--- config.mk ---
export PLATFORM = sky130hd
export DESIGN_NAME = repsub_divider
export DESIGN_NICKNAME = d
export VERILOG_FILES = /design/src/rtl/div_pkg.sv /design/src/rtl/div_control.sv /design/src/rtl/div_datapath.sv /design/src/rtl/repsub_divider.sv
export SDC_FILE = /design/constraint.sdc
export NUM_CORES = 1
export LEC_CHECK = 0
export ABC_CLOCK_PERIOD_IN_PS = 6100
export BUFFER_PORTS_ARGS = -buffer_cell sky130_fd_sc_hd__buf_4
export CAP_MARGIN = 20
export CORE_ASPECT_RATIO = 0.9
export CORE_MARGIN = 10
export CORE_UTILIZATION = 45
export CTS_BUF_LIST = sky130_fd_sc_hd__clkbuf_8
export CTS_CLUSTER_SIZE = 30
export DETAILED_ROUTE_END_ITERATION = 12
export PLACE_DENSITY = 0.65
export SYNTH_ARGS = -nofsm -noshare
export SYNTH_HDL_FRONTEND = slang
export SYNTH_HIERARCHICAL = 1
export SYNTH_SLANG_ARGS = --single-unit
--- constraint.sdc ---
create_clock -name clk -period 6.1 [get_ports clk]
set_input_delay 1.22 -clock clk [delete_from_list [all_inputs] [get_ports clk]]
set_output_delay 1.22 -clock clk [all_outputs]
set_load 0.02 [all_outputs]
--- src/rtl/div_pkg.sv ---
package div_pkg;
  typedef enum logic [1:0] {
    ST_IDLE = 2'd0,
    ST_LOAD = 2'd1,
    ST_ITER = 2'd2,
    ST_DONE = 2'd3
  } div_state_e;
endpackage

--- src/rtl/div_control.sv ---
module div_control
  import div_pkg::*;
(
  input  logic clk,
  input  logic rst,
  input  logic start,
  input  logic div_zero,
  input  logic can_sub,
  output logic ld_ops,
  output logic init_work,
  output logic sub_en,
  output logic publish,
  output logic zero_pub,
  output logic busy,
  output logic done
);
  div_state_e state_q, state_d;

  always_comb begin
    state_d   = state_q;
    ld_ops    = 1'b0;
    init_work = 1'b0;
    sub_en    = 1'b0;
    publish   = 1'b0;
    zero_pub  = 1'b0;
    unique case (state_q)
      ST_IDLE: if (start) begin
        ld_ops  = 1'b1;
        state_d = ST_LOAD;
      end
      ST_LOAD: if (div_zero) begin
        zero_pub = 1'b1;
        state_d  = ST_DONE;
      end else begin
        init_work = 1'b1;
        state_d   = ST_ITER;
      end
      ST_ITER: if (can_sub) begin
        sub_en = 1'b1;
      end else begin
        publish = 1'b1;
        state_d = ST_DONE;
      end
      ST_DONE: state_d = ST_IDLE;
      default: state_d = ST_IDLE;
    endcase
  end

  always_ff @(posedge clk) begin
    if (rst) state_q <= ST_IDLE;
    else     state_q <= state_d;
  end

  assign busy = (state_q == ST_LOAD) || (state_q == ST_ITER);
  assign done = (state_q == ST_DONE);

  AST_ONE_ACTION: assert property (@(posedge clk) disable iff (rst)
    $onehot0({ld_ops, init_work, sub_en, publish, zero_pub}));
  AST_LOAD_ONLY_IDLE: assert property (@(posedge clk) disable iff (rst)
    ld_ops |-> (!busy && !done));
endmodule

--- src/rtl/div_datapath.sv ---
module div_datapath #(
  parameter int DVD_W = 7,
  parameter int DVS_W = 5
) (
  input  logic             clk,
  input  logic             rst,
  input  logic             ld_ops,
  input  logic             init_work,
  input  logic             sub_en,
  input  logic             publish,
  input  logic             zero_pub,
  input  logic [DVD_W-1:0] dividend,
  input  logic [DVS_W-1:0] divisor,
  output logic             div_zero,
  output logic             can_sub,
  output logic [DVD_W-1:0] quo_o,
  output logic [DVS_W-1:0] rem_o,
  output logic             err_o
);
  localparam int PAD_W = DVD_W - DVS_W;

  logic [DVD_W-1:0] a_r, work_r, b_ext, diff, work_d;
  logic [DVS_W-1:0] b_r;
  logic [DVD_W-1:0] cnt_r;

  generate
    if (PAD_W > 0) begin : g_pad
      assign b_ext = {{PAD_W{1'b0}}, b_r};
    end else begin : g_nopad
      assign b_ext = b_r[DVD_W-1:0];
    end
  endgenerate

  assign div_zero = (b_r == '0);
  assign can_sub  = (work_r >= b_ext);
  assign diff     = work_r - b_ext;
  assign work_d   = init_work ? a_r : diff;

  always_ff @(posedge clk) begin
    if (rst) begin
      a_r    <= '0;
      b_r    <= '0;
      work_r <= '0;
      cnt_r  <= '0;
      quo_o  <= '0;
      rem_o  <= '0;
      err_o  <= 1'b0;
    end else begin
      if (ld_ops) begin
        a_r <= dividend;
        b_r <= divisor;
      end
      if (init_work || sub_en) work_r <= work_d;
      if (init_work)   cnt_r <= '0;
      else if (sub_en) cnt_r <= cnt_r + 1'b1;
      if (publish) begin
        quo_o <= cnt_r;
        rem_o <= work_r[DVS_W-1:0];
        err_o <= 1'b0;
      end else if (zero_pub) begin
        quo_o <= '1;
        rem_o <= a_r[DVS_W-1:0];
        err_o <= 1'b1;
      end
    end
  end

  AST_NO_UNDERFLOW: assert property (@(posedge clk) disable iff (rst)
    sub_en |-> !div_zero && (work_r >= b_ext));
  AST_REM_BELOW_DIVISOR: assert property (@(posedge clk) disable iff (rst)
    publish |-> work_r < b_ext);
endmodule

--- src/rtl/repsub_divider.sv ---
module repsub_divider #(
  parameter int DVD_W = 7,
  parameter int DVS_W = 5
) (
  input  logic             clk,
  input  logic             rst,
  input  logic             start,
  input  logic [DVD_W-1:0] dividend,
  input  logic [DVS_W-1:0] divisor,
  output logic             busy,
  output logic             done,
  output logic [DVD_W-1:0] quotient,
  output logic [DVS_W-1:0] remainder,
  output logic             div_err
);
  logic ld_ops, init_work, sub_en, publish, zero_pub, div_zero, can_sub;

  div_control u_ctrl (
    .clk(clk), .rst(rst), .start(start),
    .div_zero(div_zero), .can_sub(can_sub),
    .ld_ops(ld_ops), .init_work(init_work), .sub_en(sub_en),
    .publish(publish), .zero_pub(zero_pub),
    .busy(busy), .done(done)
  );

  div_datapath #(.DVD_W(DVD_W), .DVS_W(DVS_W)) u_dp (
    .clk(clk), .rst(rst),
    .ld_ops(ld_ops), .init_work(init_work), .sub_en(sub_en),
    .publish(publish), .zero_pub(zero_pub),
    .dividend(dividend), .divisor(divisor),
    .div_zero(div_zero), .can_sub(can_sub),
    .quo_o(quotient), .rem_o(remainder), .err_o(div_err)
  );

  AST_DONE_PULSE: assert property (@(posedge clk) disable iff (rst)
    done |=> !done);
  AST_BUSY_DONE_EXCL: assert property (@(posedge clk) disable iff (rst)
    !(busy && done));
  AST_HOLD_RESULT: assert property (@(posedge clk) disable iff (rst)
    !done |-> ($stable(quotient) && $stable(remainder) && $stable(div_err)));
  AST_ZERO_ALL_ONES: assert property (@(posedge clk) disable iff (rst)
    (done && div_err) |-> (quotient == '1));
endmodule

==> impl_metrics.tcl <==
set metrics [dict create \
    final_common_cell "nor2_1" \
    clkLatencyLatePin_ns 0.29 \
    p_comb_share_pct 46.9 \
    die_area_mm2 0.007589 \
    syn_area_per_cell_um2 8.657 \
    rows 23 \
    vias_per_cell 5.072 \
    tns_ns 0 \
    grt_first_pass_wirelength_mm 7.590 \
    fin_area_mm2 0.002371 \
    crit_arrival_ns 2.89 \
    worstSetupStartpoint "u_dp/work_r[0]" \
    io_pins 30 \
    core_area_mm2 0.004403 \
    multiInputGateArea_mm2 0.001086 \
    dr.pass1.iters 4 \
    routed_wl_mm 4.349 \
    synthesis.nets 261 \
    ys_seq_area_share_pct 40.52 \
    cts.clk_slew.worst_paths_ns 0.08 \
    period_share_pct 44.25 \
    drt-initial-drc-count 48 \
    cts_buffers 5 \
    track_usage_pct 11.72 \
    maxCapViolCount 0 \
    grt_overflow 0 \
    synth_edf_count 0 \
    yosys.area.top_type "dfxtp_1" \
    whs_ns 0.4828 \
    critical_path.top_delay_family "compound AO/OA/AOI/OAI gates" \
    crit_end "u_dp/work_r[5]" \
    clkPwrFrac_pct 19.6 \
    vdd_drop_max_v 0.0002078 \
    cp-start-kind "flop" \
    yosysWarnings 6 \
    p_leak_nw 1.005 \
    holdCritPathClass "flop to flop" \
    setup_violations 0 \
    grt_pass1_vias 1590 \
    power.internal_uw 691.8 \
    die_y_um 83.65 \
    grt_setup_unrepaired "no" \
    fmax_mhz 370.5 \
    grt_busiest_layer "met2" \
    r2r_slack_ns 3.40 \
    ctsHtreeMaxLevel 2 \
    ys_ff_latch 41 \
    drive_gt1_share_pct 17.37 \
    cts_hold_buf 0 \
    antenna_cells 0 \
    netlist_area_mm2 0.002026 \
    synth_top_area_share_pct 40.52 \
    syn_to_final_growth_pct 17.05 \
    path_class "flop to flop" \
    grt_antenna_before_repair 0 \
    place.port_buffers 29 \
    rr_endpoint "u_dp/work_r[5]" \
    reg2reg_from "u_dp/work_r[0]" \
    crit_buf_inv 3 \
    grtUsageMet3_pct 3.777 \
    synthCells 234 \
    synthDistinctLibCells 39 \
    worst_path_max_delay_cell "inv_1" \
    async_flop_share_pct 0 \
    layout_common_cells "nor2_1, dfxtp_1, buf_4, a21oi_1, mux2i_1" \
    slowest_delay_ns 0.38 \
    final_antenna_net_count 0 \
    end_kind "flop" \
    status "complete, no violations" \
    gp_congestion 0.8147 \
    grt_util_met1_pct 15.43 \
    tightestPinTransition_ns 0.4850 \
    switching_share_pct 38.86 \
    place_area_mm2 0.002255 \
    hpwl_mm 3.058 \
    rr_worst_depth 13 \
    synthTopCellsByArea "dfxtp_1, nor2_1, mux2i_1" \
    cp_common_cell "inv_1" \
    grt_max_degree 36 \
    post-cts-setup-buffer-count 0 \
    drcViolationCount 0 \
    p_sw_uw 439.8 \
    fin_crit_ns 2.699 \
    nFillCells 460 \
    cts.repair.resized 0 \
    slew_headroom_pct 67.63 \
    cts.path.max_buffers 2 \
    die_x_um 90.72 \
    met2_usage_pct 17.68 \
    seq_power_share_pct 33.5 \
    start_util_pct 46.01 \
    synth_flop_cell "dfxtp_1" \
    critPathMaxFanout 14 \
    fin_nets 285 \
    clock_sink_count 41 \
    seq_area_um2 820.8 \
    finalPower_mw 1.132 \
    vias 1628 \
    worstPathRequired_ns 6.29 \
    path_cells "inv_1 -> ha_1 -> nand2b_1 -> a21o_1 -> a21oi_1 -> o21ai_0 -> nand2_4 -> inv_1 -> inv_1 -> a211oi_1 -> o21ai_0 -> xnor2_1 -> o21a_1" \
    fin_skew_ns 0.007063 \
    cts_tree "built" \
    path_depth 13 \
    power_density_mw_per_mm2 477.3 \
    hold_violations 0 \
    clockRootBuffer "clkbuf_8" \
    wl_per_cell_um 13.55 \
    maxSlewViolCount 0 \
]
[routing by layer]
metal	vias up	share of wire, %
met5	-	0
met4	0	0.94
met3	6	5.3
met2	30	43
met1	760	50
li1	832	-
[metrics by stage]
step / std cells / util [%] / setup slack, ns
detailed placement: 313 / 51.21 / 3.404
global route: 321 / 53.85 / 3.090
CTS: 321 / 53.85 / 3.357
global placement: 313 / 51.21 / 3.520
floorplan: 234 / - / 3.881
finish: 321 / 53.85 / 3.401
[cells by family (layout without fill, tap and decap cells)]
kind of cell             count (synthesis)  count (layout)  synth area share, %
AND/OR/NAND/NOR                         84              84                19.33
AO/OA/AOI/OAI                           46              46                14.21
flip-flops                              41              41                40.52
buffers and inverters                   25              50                5.868
multiplexers                            17              17                8.400
adder cells (fa/ha/maj)                 12              12                7.783
XOR/XNOR                                 9               9                3.891
[layout make-up]
class | instances | share of cell area (%)
clock buffer | 6 | 3.483
clock inverter | 2 | 1.425
timing repair buffer | 30 | 9.499
inverter | 12 | 1.900
tap | 62 | 3.272
multi-input combinational | 168 | 45.80
sequential | 41 | 34.62
[power by group through the flow]
| stage | Combinational, mW | Sequential (mW) | Clock, mW |
|---|---|---|---|
| after floorplan | 0.385 | 0.405 | 0 |
| after global placement | 0.530 | 0.383 | 0 |
| after detailed placement | 0.533 | 0.385 | 0 |
| after CTS | 0.538 | 0.380 | 0.229 |
| after global routing | 0.604 | 0.388 | 0.239 |
| final | 0.530 | 0.379 | 0.222 |
[worst reg2reg max path, cell delays in order, from the launching register on]
cell	delay [ns]
dfxtp_1	0.34
inv_1	0.06
ha_1	0.28
nand2b_1	0.10
a21o_1	0.11
a21oi_1	0.06
o21ai_0	0.36
nand2_4	0.11
inv_1	0.38
inv_1	0.16
a211oi_1	0.19
o21ai_0	0.14
xnor2_1	0.15
o21a_1	0.17
[cells in the mapped netlist (2+ instances only)]
| master | instances |
|---|---|
| nor2_1 | 54 |
| dfxtp_1 | 41 |
| a21oi_1 | 22 |
| mux2i_1 | 17 |
| inv_1 | 12 |
| ha_1 | 11 |
| a211oi_1 | 7 |
| clkbuf_1 | 7 |
| nand2_1 | 5 |
| nor2b_1 | 5 |
| o21ai_0 | 5 |
| xnor2_1 | 5 |
| xor2_1 | 4 |
| a21o_1 | 3 |
| buf_2 | 3 |
| nand4_1 | 3 |
| or3_1 | 3 |
| and2_2 | 2 |
| clkbuf_8 | 2 |
| nand2b_1 | 2 |
| nor3_1 | 2 |
| o21a_1 | 2 |
[how the worst min path moves through the flow]
stage	start	end	cells past startpoint
final	u_dp/a_r[6]	u_dp/work_r[6]	2
after global routing	u_dp/a_r[6]	u_dp/work_r[6]	2
after CTS	u_dp/a_r[6]	u_dp/work_r[6]	2
after detailed placement	u_dp/a_r[6]	u_dp/work_r[6]	2
after global placement	u_dp/a_r[6]	u_dp/work_r[6]	2
after floorplan	u_dp/a_r[6]	u_dp/work_r[6]	2
[state kept, by name, indices dropped and copies added, names as in the netlist]
register / count
u_ctrl/state_q: 2
u_dp/rem_o: 5
u_dp/b_r: 5
u_dp/cnt_r: 7
u_dp/work_r: 7
u_dp/quo_o: 7
u_dp/err_o: 1
u_dp/a_r: 7
(Power assumes the default switching activity.)
